--- config.mk ---
export PLATFORM = sky130hd
export DESIGN_NAME = acc8_core
export DESIGN_NICKNAME = d
export VERILOG_FILES = /design/src/rtl/acc8_core.sv
export SDC_FILE = /design/constraint.sdc
export NUM_CORES = 1
export LEC_CHECK = 0
export BUFFER_PORTS_ARGS = -buffer_cell sky130_fd_sc_hd__buf_4
export CORE_MARGIN = 8
export CORE_UTILIZATION = 55
export CTS_BUF_LIST = sky130_fd_sc_hd__clkbuf_16
export CTS_CLUSTER_SIZE = 14
export DETAILED_ROUTE_END_ITERATION = 12
export GPL_ROUTABILITY_DRIVEN = 1
export PLACE_DENSITY = 0.73
export SYNTH_ARGS = -nofsm -noshare
export SYNTH_HDL_FRONTEND = slang
export SYNTH_SLANG_ARGS = --single-unit
--- constraint.sdc ---
create_clock -name clk -period 6.9 [get_ports clk]
set_clock_uncertainty 0.1 [all_clocks]
set_input_delay 0.345 -clock clk [delete_from_list [all_inputs] [get_ports clk]]
set_output_delay 0.345 -clock clk [all_outputs]
set_load 0.1 [all_outputs]
--- src/rtl/acc8_core.sv ---
module acc8_core (
  input  logic        clk,
  input  logic        rst_n,
  output logic [15:0] mem_addr,
  output logic [7:0]  mem_wdata,
  output logic        mem_we,
  input  logic [7:0]  mem_rdata,
  output logic        bad_op
);
  typedef enum logic [2:0] {S_FETCH, S_DEC, S_OP1, S_OP2, S_MEM, S_LD, S_HALT} state_t;

  state_t      st;
  logic [15:0] pc, ea;
  logic [7:0]  a, b, ir, hi;
  logic        fz, fs, fv;

  logic [7:0]  sum, neg_a, neg_b, cmp_x, cmp_y, diff;
  logic [15:0] target;
  logic        len1, len2, len3;
  logic        is_store;

  assign sum    = a + b;
  assign neg_a  = 8'd0 - a;
  assign neg_b  = 8'd0 - b;
  assign cmp_x  = (st == S_OP1 && ir == 8'h0D) ? b : a;
  assign cmp_y  = (st == S_OP1) ? mem_rdata : b;
  assign diff   = cmp_x - cmp_y;
  assign target = {hi, mem_rdata};

  assign len1 = mem_rdata >= 8'h07 && mem_rdata <= 8'h0B;
  assign len2 = mem_rdata == 8'h03 || mem_rdata == 8'h06 ||
                mem_rdata == 8'h0C || mem_rdata == 8'h0D;
  assign len3 = mem_rdata == 8'h01 || mem_rdata == 8'h02 ||
                mem_rdata == 8'h04 || mem_rdata == 8'h05 ||
                (mem_rdata >= 8'h0E && mem_rdata <= 8'h11);

  assign is_store  = ir == 8'h01 || ir == 8'h04;
  assign mem_we    = st == S_MEM && is_store;
  assign mem_wdata = ir == 8'h01 ? a : b;
  assign bad_op    = st == S_HALT;

  always_comb begin
    case (st)
      S_DEC:        mem_addr = pc + 16'd1;
      S_OP1:        mem_addr = pc + 16'd2;
      S_MEM, S_LD:  mem_addr = ea;
      default:      mem_addr = pc;
    endcase
  end

  always_ff @(posedge clk) begin
    if (!rst_n) begin
      st <= S_FETCH;
      pc <= '0;
      ea <= '0;
      a  <= '0;
      b  <= '0;
      ir <= '0;
      hi <= '0;
      fz <= 1'b0;
      fs <= 1'b0;
      fv <= 1'b0;
    end else begin
      case (st)
        S_FETCH: st <= S_DEC;
        S_DEC: begin
          ir <= mem_rdata;
          if (len1) begin
            pc <= pc + 16'd1;
            st <= S_FETCH;
            case (mem_rdata)
              8'h07: begin a <= b; b <= a; end
              8'h08: begin
                a <= sum;
                fz <= sum == 8'd0;
                fs <= sum[7];
                fv <= (a[7] == b[7]) && (sum[7] != a[7]);
              end
              8'h09: begin
                a <= neg_a;
                fz <= neg_a == 8'd0;
                fs <= neg_a[7];
                fv <= a == 8'h80;
              end
              8'h0A: begin
                b <= neg_b;
                fz <= neg_b == 8'd0;
                fs <= neg_b[7];
                fv <= b == 8'h80;
              end
              default: begin
                fz <= diff == 8'd0;
                fs <= diff[7];
                fv <= (cmp_x[7] != cmp_y[7]) && (diff[7] != cmp_x[7]);
              end
            endcase
          end else if (len2 || len3) begin
            st <= S_OP1;
          end else begin
            st <= S_HALT;
          end
        end
        S_OP1: begin
          case (ir)
            8'h03: begin a <= mem_rdata; pc <= pc + 16'd2; st <= S_FETCH; end
            8'h06: begin b <= mem_rdata; pc <= pc + 16'd2; st <= S_FETCH; end
            8'h0C, 8'h0D: begin
              fz <= diff == 8'd0;
              fs <= diff[7];
              fv <= (cmp_x[7] != cmp_y[7]) && (diff[7] != cmp_x[7]);
              pc <= pc + 16'd2;
              st <= S_FETCH;
            end
            default: begin hi <= mem_rdata; st <= S_OP2; end
          endcase
        end
        S_OP2: begin
          case (ir)
            8'h0E: begin pc <= fz ? target : pc + 16'd3; st <= S_FETCH; end
            8'h0F: begin pc <= (fs == fv && !fz) ? target : pc + 16'd3; st <= S_FETCH; end
            8'h10: begin pc <= (fs != fv) ? target : pc + 16'd3; st <= S_FETCH; end
            8'h11: begin pc <= target; st <= S_FETCH; end
            default: begin ea <= target; st <= S_MEM; end
          endcase
        end
        S_MEM: begin
          if (is_store) begin
            pc <= pc + 16'd3;
            st <= S_FETCH;
          end else begin
            st <= S_LD;
          end
        end
        S_LD: begin
          if (ir == 8'h02) a <= mem_rdata;
          else b <= mem_rdata;
          pc <= pc + 16'd3;
          st <= S_FETCH;
        end
        default: st <= S_HALT;
      endcase
    end
  end
endmodule

==> flow_summary.html, run 1 <==
<table>
<tr><th>Metric</th><th>Value</th></tr>
<tr><th colspan="2">Clock network</th></tr>
<tr><td>CTS Sinks</td><td>70</td></tr>
<tr><td>Clock Root Buffer</td><td>sky130_fd_sc_hd__clkbuf_16</td></tr>
<tr><td>Maximum clock insertion buffer count</td><td>2</td></tr>
<tr><td>Post-CTS repair timing setup buffer count</td><td>0</td></tr>
<tr><td>Worst-Skew Late Latency</td><td>350 ps</td></tr>
<tr><td>Clock tree from TritonCTS</td><td>yes</td></tr>
<tr><td>Clock-pin slew of the registers on the worst-case setup and hold paths</td><td>70 ps</td></tr>
<tr><td>Hold-fix buffer count after cts</td><td>0</td></tr>
<tr><td>Post-cts gate resize count</td><td>0</td></tr>
<tr><td>Num CTS Buffers</td><td>9</td></tr>
<tr><td>Number of H-tree levels</td><td>3</td></tr>
<tr><th colspan="2">GRT</th></tr>
<tr><td>Maximum number of pins on one net before global-route repair</td><td>55</td></tr>
<tr><td>Via count of the first global-routing pass</td><td>6399</td></tr>
<tr><td>Sum of overflow across all layers after global routing</td><td>0</td></tr>
<tr><td>Initial antenna violation count</td><td>0</td></tr>
<tr><td>Tot GR Track Use</td><td>0.266</td></tr>
<tr><td>First-pass GRT wire length</td><td>34.2 mm</td></tr>
<tr><th colspan="2">Synth</th></tr>
<tr><td>Number of unique standard cell types used by synthesis</td><td>83</td></tr>
<tr><td>Synthesis-stage register bit count</td><td>70</td></tr>
<tr><td>Portion of the post-synthesis area used by sequential elements</td><td>0.215</td></tr>
<tr><td>Share of flip-flops with an asynchronous set or reset</td><td>0</td></tr>
<tr><td>Synth area leaders</td><td>sky130_fd_sc_hd__dfxtp_1 21%, sky130_fd_sc_hd__mux2i_1 7.2%, sky130_fd_sc_hd__nor2_1 6.0%, sky130_fd_sc_hd__nand2_1 5.9%, sky130_fd_sc_hd__a21oi_1 5.1%</td></tr>
<tr><td>Post-Synthesis Mean Instance Area</td><td>7.23 um^2</td></tr>
<tr><td>Area share of the largest cell type after synthesis</td><td>0.215</td></tr>
<tr><td>Yosys top cell by area</td><td>sky130_fd_sc_hd__dfxtp_1</td></tr>
<tr><td>Synth warn</td><td>0</td></tr>
<tr><td>Number of enable-type register cells in the synthesized netlist</td><td>0</td></tr>
<tr><td>Post-synth top flop</td><td>sky130_fd_sc_hd__dfxtp_1</td></tr>
<tr><td>Syn Inst Count</td><td>902</td></tr>
<tr><td>Number of nets in the synthesized netlist</td><td>936</td></tr>
<tr><td>Post-synthesis cell area</td><td>6520 um^2</td></tr>
<tr><th colspan="2">Timing</th></tr>
<tr><td>Period minus WS final</td><td>4220 ps</td></tr>
<tr><td>Setup TNS</td><td>0 ps</td></tr>
<tr><td>Slew headroom</td><td>0.191</td></tr>
<tr><td>Maximum achievable frequency</td><td>237 MHz</td></tr>
<tr><td>Final period util</td><td>0.612</td></tr>
<tr><td>Max-slew violations</td><td>0</td></tr>
<tr><td>Unrepaired setup endpoints after global routing</td><td>no</td></tr>
<tr><td>Slew at the pin with the worst max-slew slack</td><td>1210 ps</td></tr>
<tr><td>Minimum hold slack</td><td>246 ps</td></tr>
<tr><td>Hold violation count in the final report</td><td>0</td></tr>
<tr><td>Final setup violating endpoints</td><td>0</td></tr>
<tr><td>Post-route setup slack</td><td>2680 ps</td></tr>
<tr><th colspan="2">Critical path</th></tr>
<tr><td>CP max-delay cell</td><td>sky130_fd_sc_hd__dfxtp_1</td></tr>
<tr><td>Crit path kind</td><td>flip-flop to flip-flop</td></tr>
<tr><td>Buffers plus inverters on the worst setup path</td><td>2</td></tr>
<tr><td>Data arrival time of the worst path</td><td>4320 ps</td></tr>
<tr><td>Start of the worst register-to-register path</td><td>st[1]</td></tr>
<tr><td>Critical Path Stages</td><td>12</td></tr>
<tr><td>Cell family with the largest share of critical-path delay</td><td>simple AND/OR/NAND/NOR gates</td></tr>
<tr><td>Launching element type of the critical path</td><td>flip-flop</td></tr>
<tr><td>Worst path max stage delay</td><td>850 ps</td></tr>
<tr><td>Length in cells of the worst reg-to-reg path</td><td>12</td></tr>
<tr><td>Data required time at the worst endpoint</td><td>7000 ps</td></tr>
<tr><td>Crit Reg-Reg Endpoint</td><td>fz</td></tr>
<tr><td>Ordered list of cells on the worst path</td><td>or3b_1, buf_4, nor4_2, o21ai_0, ha_1, nand2b_1, a21oi_1, o22ai_1, inv_1, and2_0, mux2i_1, o221ai_1</td></tr>
<tr><td>Worst setup slack for register-to-register paths</td><td>2680 ps</td></tr>
<tr><td>Endpoint type of the worst setup path</td><td>flip-flop</td></tr>
<tr><td>Critical path fanouts, max</td><td>28</td></tr>
<tr><th colspan="2">Layout</th></tr>
<tr><td>Final Instance Count excl. Fillers</td><td>1021</td></tr>
<tr><td>Area overhead of the layout relative to synthesis</td><td>7.16%</td></tr>
<tr><td>Fraction of layout cells with a size suffix above 1</td><td>0.104</td></tr>
<tr><td>Fin nets</td><td>907</td></tr>
<tr><td>Total inserted antenna cells</td><td>0</td></tr>
<tr><th colspan="2">Pwr</th></tr>
<tr><td>Cell leakage power</td><td>0.00259 uW</td></tr>
<tr><td>Overall Power</td><td>2620 uW</td></tr>
<tr><td>Power density of the placed cells</td><td>375 nW/um^2</td></tr>
<tr><td>Max rail drop VDD</td><td>0.000163 V</td></tr>
<tr><th colspan="2">Run</th></tr>
<tr><td>Maximum Capacitance Violations</td><td>0</td></tr>
<tr><th colspan="2">Placement</th></tr>
<tr><td>Worst setup slack before clock tree synthesis</td><td>2730 ps</td></tr>
<tr><td>Port Buffers</td><td>35</td></tr>
<tr><td>RePlAce Congestion</td><td>0.974</td></tr>
<tr><td>Placed cell count</td><td>1005</td></tr>
<tr><td>Post-DP HPWL</td><td>14.5 mm</td></tr>
<tr><th colspan="2">Floorplanning</th></tr>
<tr><td>Width of the die</td><td>125 um</td></tr>
<tr><td>Site row count</td><td>39</td></tr>
<tr><td>Initial core utilization</td><td>0.566</td></tr>
<tr><td>Core box area</td><td>11500 um^2</td></tr>
<tr><td>Overall die area</td><td>15600 um^2</td></tr>
<tr><td>I/O pin cnt</td><td>36</td></tr>
<tr><td>Height of the die</td><td>125 um</td></tr>
<tr><th colspan="2">Detailed routing</th></tr>
<tr><td>First drt pass iteration count</td><td>7</td></tr>
<tr><td>Routed WL per cell</td><td>20.8 um</td></tr>
<tr><td>Detailed router's first-iteration violation count</td><td>918</td></tr>
<tr><td>Antenna-violating nets left</td><td>0</td></tr>
<tr><td>Via-to-Cell Ratio</td><td>6.81</td></tr>
<tr><td>Routed vias</td><td>6949</td></tr>
<tr><td>Routed Wire Length</td><td>21.2 mm</td></tr>
<tr><td>Post-detailed-route DRC marker count</td><td>0</td></tr>
<tr><th colspan="2">Worst hold path</th></tr>
<tr><td>Type of the most critical hold path</td><td>input port to flip-flop</td></tr>
<tr><td>Number of stages on the worst hold path</td><td>3</td></tr>
<tr><td>Startpoint of the tightest hold check path</td><td>mem_rdata[6]</td></tr>
<tr><td>End point of the worst hold path</td><td>ir[6]</td></tr>
<tr><th colspan="2">Outcome</th></tr>
<tr><td>Status</td><td>finished clean</td></tr>
</table>
==> tightest hold or removal path, delay by kind of cell <==
kind	cells	cell delay (ps)
buf+inv	1	170
simple gates	1	70
compound gates	1	50
==> Yosys cell counts, types with 7 or more instances <==
| cell type | number |
|---|---|
| sky130_fd_sc_hd__nor2_1 | 104 |
| sky130_fd_sc_hd__nand2_1 | 103 |
| sky130_fd_sc_hd__dfxtp_1 | 70 |
| sky130_fd_sc_hd__clkbuf_1 | 69 |
| sky130_fd_sc_hd__a21oi_1 | 67 |
| sky130_fd_sc_hd__o21ai_0 | 59 |
| sky130_fd_sc_hd__mux2i_1 | 47 |
| sky130_fd_sc_hd__xnor2_1 | 25 |
| sky130_fd_sc_hd__nand3_1 | 24 |
| sky130_fd_sc_hd__ha_1 | 22 |
| sky130_fd_sc_hd__nor3_1 | 17 |
| sky130_fd_sc_hd__a31oi_1 | 15 |
| sky130_fd_sc_hd__inv_1 | 14 |
| sky130_fd_sc_hd__nand2b_1 | 13 |
| sky130_fd_sc_hd__xor2_1 | 12 |
| sky130_fd_sc_hd__o211ai_1 | 11 |
| sky130_fd_sc_hd__nor2b_1 | 10 |
| sky130_fd_sc_hd__o31ai_1 | 10 |
| sky130_fd_sc_hd__a221o_1 | 9 |
| sky130_fd_sc_hd__a211oi_1 | 8 |
| sky130_fd_sc_hd__and3_1 | 8 |
| sky130_fd_sc_hd__mux2_2 | 8 |
| sky130_fd_sc_hd__nor3b_1 | 8 |
| sky130_fd_sc_hd__a22o_1 | 7 |
| sky130_fd_sc_hd__and2_1 | 7 |
| sky130_fd_sc_hd__nand4_1 | 7 |
| sky130_fd_sc_hd__nor4_1 | 7 |
| sky130_fd_sc_hd__o22ai_1 | 7 |
==> metal layers <==
layer,track usage,share of wire
met1,0.350,0.42
met5,0,0
met4,0.112,0.029
met3,0.0698,0.11
met2,0.402,0.44
==> worst max path at each step <==
stage,start,slack (ps),to
floorplan,st[0],1650,mem_addr[12]
global placement,st[1],2900,fz
detailed placement,st[1],2730,fz
CTS,st[1],2740,fz
global route,st[1],2200,fz
finish,st[1],2680,fz
==> placed cells by master (no fill, tap or decap), drive strengths merged, types with 11 or more instances in the layout <==
cell,n
a31oi,15
nor4,12
nand2,103
nand3,24
xnor2,25
inv,16
nand2b,13
mux2i,47
o211ai,11
nor3,20
buf,43
a21oi,68
xor2,12
dfxtp,70
nor2,106
ha,22
o21ai,63
==> sequential cells by signal (all words and copies together), names as in the netlist <==
name  cells
fs        1
a         8
st        3
fz        1
ea       16
hi        8
ir        8
b         8
fv        1
pc       16
==> cell type report <==
type | count | area [um^2]
Fill cell | 1068 | 4530
Tap cell | 143 | 179
Inverter | 15 | 56.3
Sequential cell | 70 | 1400
Multi-Input combinational cell | 734 | 4740
Clock buffer | 9 | 225
Timing Repair Buffer | 43 | 323
Clock inverter | 7 | 63.8
==> cells by family (layout without fill, tap and decap cells) <==
family,count (synthesis),after routing,synth area share
AOI/OAI and AO/OA,265,265,0.271
xor gates and xnor gates,37,37,0.0497
adders and majority gates,24,24,0.0483
buffers and inverters,98,74,0.0598
DFF,70,70,0.215
muxes,55,55,0.0859
and+or+nand+nor,353,353,0.271
==> through the flow <==
step                       util  instance area [um^2]
after floorplan               -                  6520
after global placement    0.582                  6700
after detailed placement  0.582                  6700
after CTS                 0.607                  6990
after global routing      0.607                  6990
final                     0.607                  6990
==> where the power goes <==
group	internal [uW]	switching, uW
clock	277	193
combinational	492	1020
sequential	466	169
total	1240	1380
No activity file was read; power rests on OpenSTA's default activity.
==> run 2, diff against run 1 <==
- clock period: 6.9 -> 4.02 ns (I/O delays scaled with it)
==> run 2 against run 1 <==
First-iteration DRC count rose by 16%. Die area unchanged. Sequential share of layout area down 0.24 points. Global-route usage is 0.14 points lower. Worst hold slack got worse by 140 ps. Flip-flop and latch count unchanged. Non-clock buffer count increased by 8. Clock power up 87%. Register-to-register slack lost 2100 ps. Routed wire length increased by 0.56%. Via count increased by 1.8%. Utilization is 0.74 points higher. Critical endpoint is now fs.
==> flow_summary.html, run 2 (synthesized netlist as in run 1, its figures left out) <==
<table>
<tr><th>Metric</th><th>Value</th></tr>
<tr><th colspan="2">GRT</th></tr>
<tr><td>Tot GR Track Use</td><td>0.265 (-0.00144)</td></tr>
<tr><td>Maximum number of pins on one net before global-route repair</td><td>41 (-25%)</td></tr>
<tr><td>Via count of the first global-routing pass</td><td>6352 (-0.73%)</td></tr>
<tr><td>First-pass GRT wire length</td><td>33.7 mm (-1.4%)</td></tr>
<tr><td>Initial antenna violation count</td><td>0 (unchanged)</td></tr>
<tr><td>Sum of overflow across all layers after global routing</td><td>0 (unchanged)</td></tr>
<tr><th colspan="2">Critical path</th></tr>
<tr><td>Critical path fanouts, max</td><td>9 (-68%)</td></tr>
<tr><td>Worst setup slack for register-to-register paths</td><td>600 ps (-2080 ps)</td></tr>
<tr><td>Crit path kind</td><td>flip-flop to flip-flop</td></tr>
<tr><td>Data arrival time of the worst path</td><td>3610 ps (-710 ps)</td></tr>
<tr><td>Data required time at the worst endpoint</td><td>4210 ps (-2790 ps)</td></tr>
<tr><td>Crit path capture</td><td>fs</td></tr>
<tr><td>Crit Reg-Reg Endpoint</td><td>fs</td></tr>
<tr><td>Length in cells of the worst reg-to-reg path</td><td>13 (+1)</td></tr>
<tr><td>Launching element type of the critical path</td><td>flip-flop</td></tr>
<tr><td>Crit. Startpoint</td><td>ir[7]</td></tr>
<tr><td>Start of the worst register-to-register path</td><td>ir[7]</td></tr>
<tr><td>Endpoint type of the worst setup path</td><td>flip-flop</td></tr>
<tr><th colspan="2">Timing</th></tr>
<tr><td>Hold violation count in the final report</td><td>0 (unchanged)</td></tr>
<tr><td>Minimum hold slack</td><td>102 ps (-144 ps)</td></tr>
<tr><td>Slew headroom</td><td>0.213 (+0.0218)</td></tr>
<tr><td>Final period util</td><td>0.850 (+0.239)</td></tr>
<tr><td>Maximum achievable frequency</td><td>293 MHz (+23%)</td></tr>
<tr><td>Slew at the pin with the worst max-slew slack</td><td>1180 ps (-32.5 ps)</td></tr>
<tr><td>Unrepaired setup endpoints after global routing</td><td>no</td></tr>
<tr><td>Period minus WS final</td><td>3420 ps (-803 ps)</td></tr>
<tr><td>Final setup violating endpoints</td><td>0 (unchanged)</td></tr>
<tr><td>Max-slew violations</td><td>0 (unchanged)</td></tr>
<tr><td>Setup TNS</td><td>0 ps (unchanged)</td></tr>
<tr><th colspan="2">Layout</th></tr>
<tr><td>Multi-input combinational cell area</td><td>4740 um^2 (unchanged)</td></tr>
<tr><td>Most common cell after layout, fill and taps aside</td><td>sky130_fd_sc_hd__nor2_1</td></tr>
<tr><td>Largest registers</td><td>ea (16), pc (16)</td></tr>
<tr><td>Final core occ</td><td>0.614 (+0.00739)</td></tr>
<tr><td>Leading cell types in the layout, fill and taps excluded</td><td>104 x sky130_fd_sc_hd__nor2_1, 103 x sky130_fd_sc_hd__nand2_1, 70 x sky130_fd_sc_hd__dfxtp_1</td></tr>
<tr><td>Area overhead of the layout relative to synthesis</td><td>8.46%</td></tr>
<tr><td>Total inserted antenna cells</td><td>0 (unchanged)</td></tr>
<tr><td>Fraction of layout cells with a size suffix above 1</td><td>0.112 (+0.00809)</td></tr>
<tr><td>Fin nets</td><td>915 (+0.88%)</td></tr>
<tr><td>Final Instance Count excl. Fillers</td><td>1029 (+0.78%)</td></tr>
<tr><td>Number of fill cells in the layout</td><td>1023 (-4.2%)</td></tr>
<tr><td>Seq. cell area</td><td>1400 um^2 (unchanged)</td></tr>
<tr><th colspan="2">Clock network</th></tr>
<tr><td>Num CTS Buffers</td><td>9 (unchanged)</td></tr>
<tr><td>Clock Root Buffer</td><td>sky130_fd_sc_hd__clkbuf_16</td></tr>
<tr><td>CTS Sinks</td><td>70 (unchanged)</td></tr>
<tr><td>Clock-pin slew of the registers on the worst-case setup and hold paths</td><td>60 ps (about the same)</td></tr>
<tr><td>Hold-fix buffer count after cts</td><td>0 (unchanged)</td></tr>
<tr><td>Post-CTS repair timing setup buffer count</td><td>0 (unchanged)</td></tr>
<tr><td>Clock tree from TritonCTS</td><td>yes</td></tr>
<tr><td>Number of H-tree levels</td><td>3 (unchanged)</td></tr>
<tr><td>Worst-Skew Late Latency</td><td>350 ps (about the same)</td></tr>
<tr><td>Post-cts gate resize count</td><td>0 (unchanged)</td></tr>
<tr><td>Maximum clock insertion buffer count</td><td>2 (unchanged)</td></tr>
<tr><th colspan="2">Detailed routing</th></tr>
<tr><td>Antenna-violating nets left</td><td>0 (unchanged)</td></tr>
<tr><td>Routed Wire Length</td><td>21.4 mm (+0.56%)</td></tr>
<tr><td>Detailed router's first-iteration violation count</td><td>1069 (+16%)</td></tr>
<tr><td>Routed WL per cell</td><td>20.8 um (-0.23%)</td></tr>
<tr><td>First drt pass iteration count</td><td>6 (-1)</td></tr>
<tr><td>Routed vias</td><td>7074 (+1.8%)</td></tr>
<tr><td>Via-to-Cell Ratio</td><td>6.87 (+1.0%)</td></tr>
<tr><td>Post-detailed-route DRC marker count</td><td>0 (unchanged)</td></tr>
<tr><th colspan="2">Run</th></tr>
<tr><td>Maximum Capacitance Violations</td><td>0 (unchanged)</td></tr>
<tr><th colspan="2">Placement</th></tr>
<tr><td>Post-DP HPWL</td><td>14.8 mm (+1.9%)</td></tr>
<tr><td>RePlAce Congestion</td><td>0.980 (+0.63%)</td></tr>
<tr><td>Placed cell count</td><td>1013 (+0.80%)</td></tr>
<tr><td>Port Buffers</td><td>35 (unchanged)</td></tr>
<tr><th colspan="2">Floorplanning</th></tr>
<tr><td>Overall die area</td><td>15600 um^2 (unchanged)</td></tr>
<tr><td>Site row count</td><td>39 (unchanged)</td></tr>
<tr><td>Width of the die</td><td>125 um (unchanged)</td></tr>
<tr><td>Height of the die</td><td>125 um (unchanged)</td></tr>
<tr><td>Initial core utilization</td><td>0.566 (unchanged)</td></tr>
<tr><td>Core box area</td><td>11500 um^2 (unchanged)</td></tr>
<tr><td>I/O pin cnt</td><td>36 (unchanged)</td></tr>
<tr><th colspan="2">Pwr</th></tr>
<tr><td>Cell leakage power</td><td>0.00265 uW (+2.2%)</td></tr>
<tr><td>Max rail drop VDD</td><td>0.000364 V (+120%)</td></tr>
<tr><td>Overall Power</td><td>4610 uW (+76%)</td></tr>
<tr><td>Power density of the placed cells</td><td>652 nW/um^2 (+74%)</td></tr>
<tr><th colspan="2">Worst hold path</th></tr>
<tr><td>Type of the most critical hold path</td><td>input port to flip-flop</td></tr>
<tr><th colspan="2">Outcome</th></tr>
<tr><td>Status</td><td>finished clean</td></tr>
</table>
run 2: critical path, stage by stage, from the launching register on:
cell and delay (ps):
sky130_fd_sc_hd__dfxtp_1 340, sky130_fd_sc_hd__or4_1 690, sky130_fd_sc_hd__nor4_2 260, sky130_fd_sc_hd__buf_4 230
sky130_fd_sc_hd__nand2_1 60, sky130_fd_sc_hd__nand2_1 100, sky130_fd_sc_hd__ha_1 290, sky130_fd_sc_hd__o21a_1 190
sky130_fd_sc_hd__o21a_1 160, sky130_fd_sc_hd__o22ai_1 350, sky130_fd_sc_hd__inv_1 70, sky130_fd_sc_hd__and2_0 160
sky130_fd_sc_hd__mux2i_1 180, sky130_fd_sc_hd__a41o_1 190
run 2: power breakdown:
part	leakage [uW]	switching (uW)	total (uW)	internal, uW
clock	0.000155	341	881	540
sequential	0.000567	215	1010	800
combinational	0.00192	1830	2720	883
run 2: layout make-up:
cell class | instances | share of cell area
multi-input combinational | 734 | 0.670
sequential | 70 | 0.198
timing repair buffer | 51 | 0.0541
clock buffer | 9 | 0.0318
tap | 143 | 0.0253
clock inverter | 7 | 0.0126
inverter | 15 | 0.00796
run 2: layer usage:
metal,global-route usage,part of all wire,vias up
li1,-,-,3263
met1,0.348,0.41,3295
met2,0.394,0.44,448
met3,0.0569,0.11,68
met4,0.148,0.042,0
met5,0,0,-
run 2: worst min-delay path by stage:
stage / start / slack [ps] / endpoint / depth (start not counted)
final: mem_rdata[5] / 100 / ir[5] / 3
after global routing: mem_rdata[5] / 100 / ir[5] / 3
after CTS: mem_rdata[6] / 90 / ir[6] / 3
after detailed placement: ea[9] / 380 / ea[9] / 2
after global placement: ea[3] / 380 / ea[3] / 2
after floorplan: ea[1] / 360 / ea[1] / 2
run 2: through the flow:
stage,cell area [um^2],worst slack [ps]
6_report,7070,601
5_1_grt,7070,342
4_1_cts,7070,641
3_5_place_dp,6760,665
3_3_place_gp,6760,712
2_1_floorplan,6520,91.0
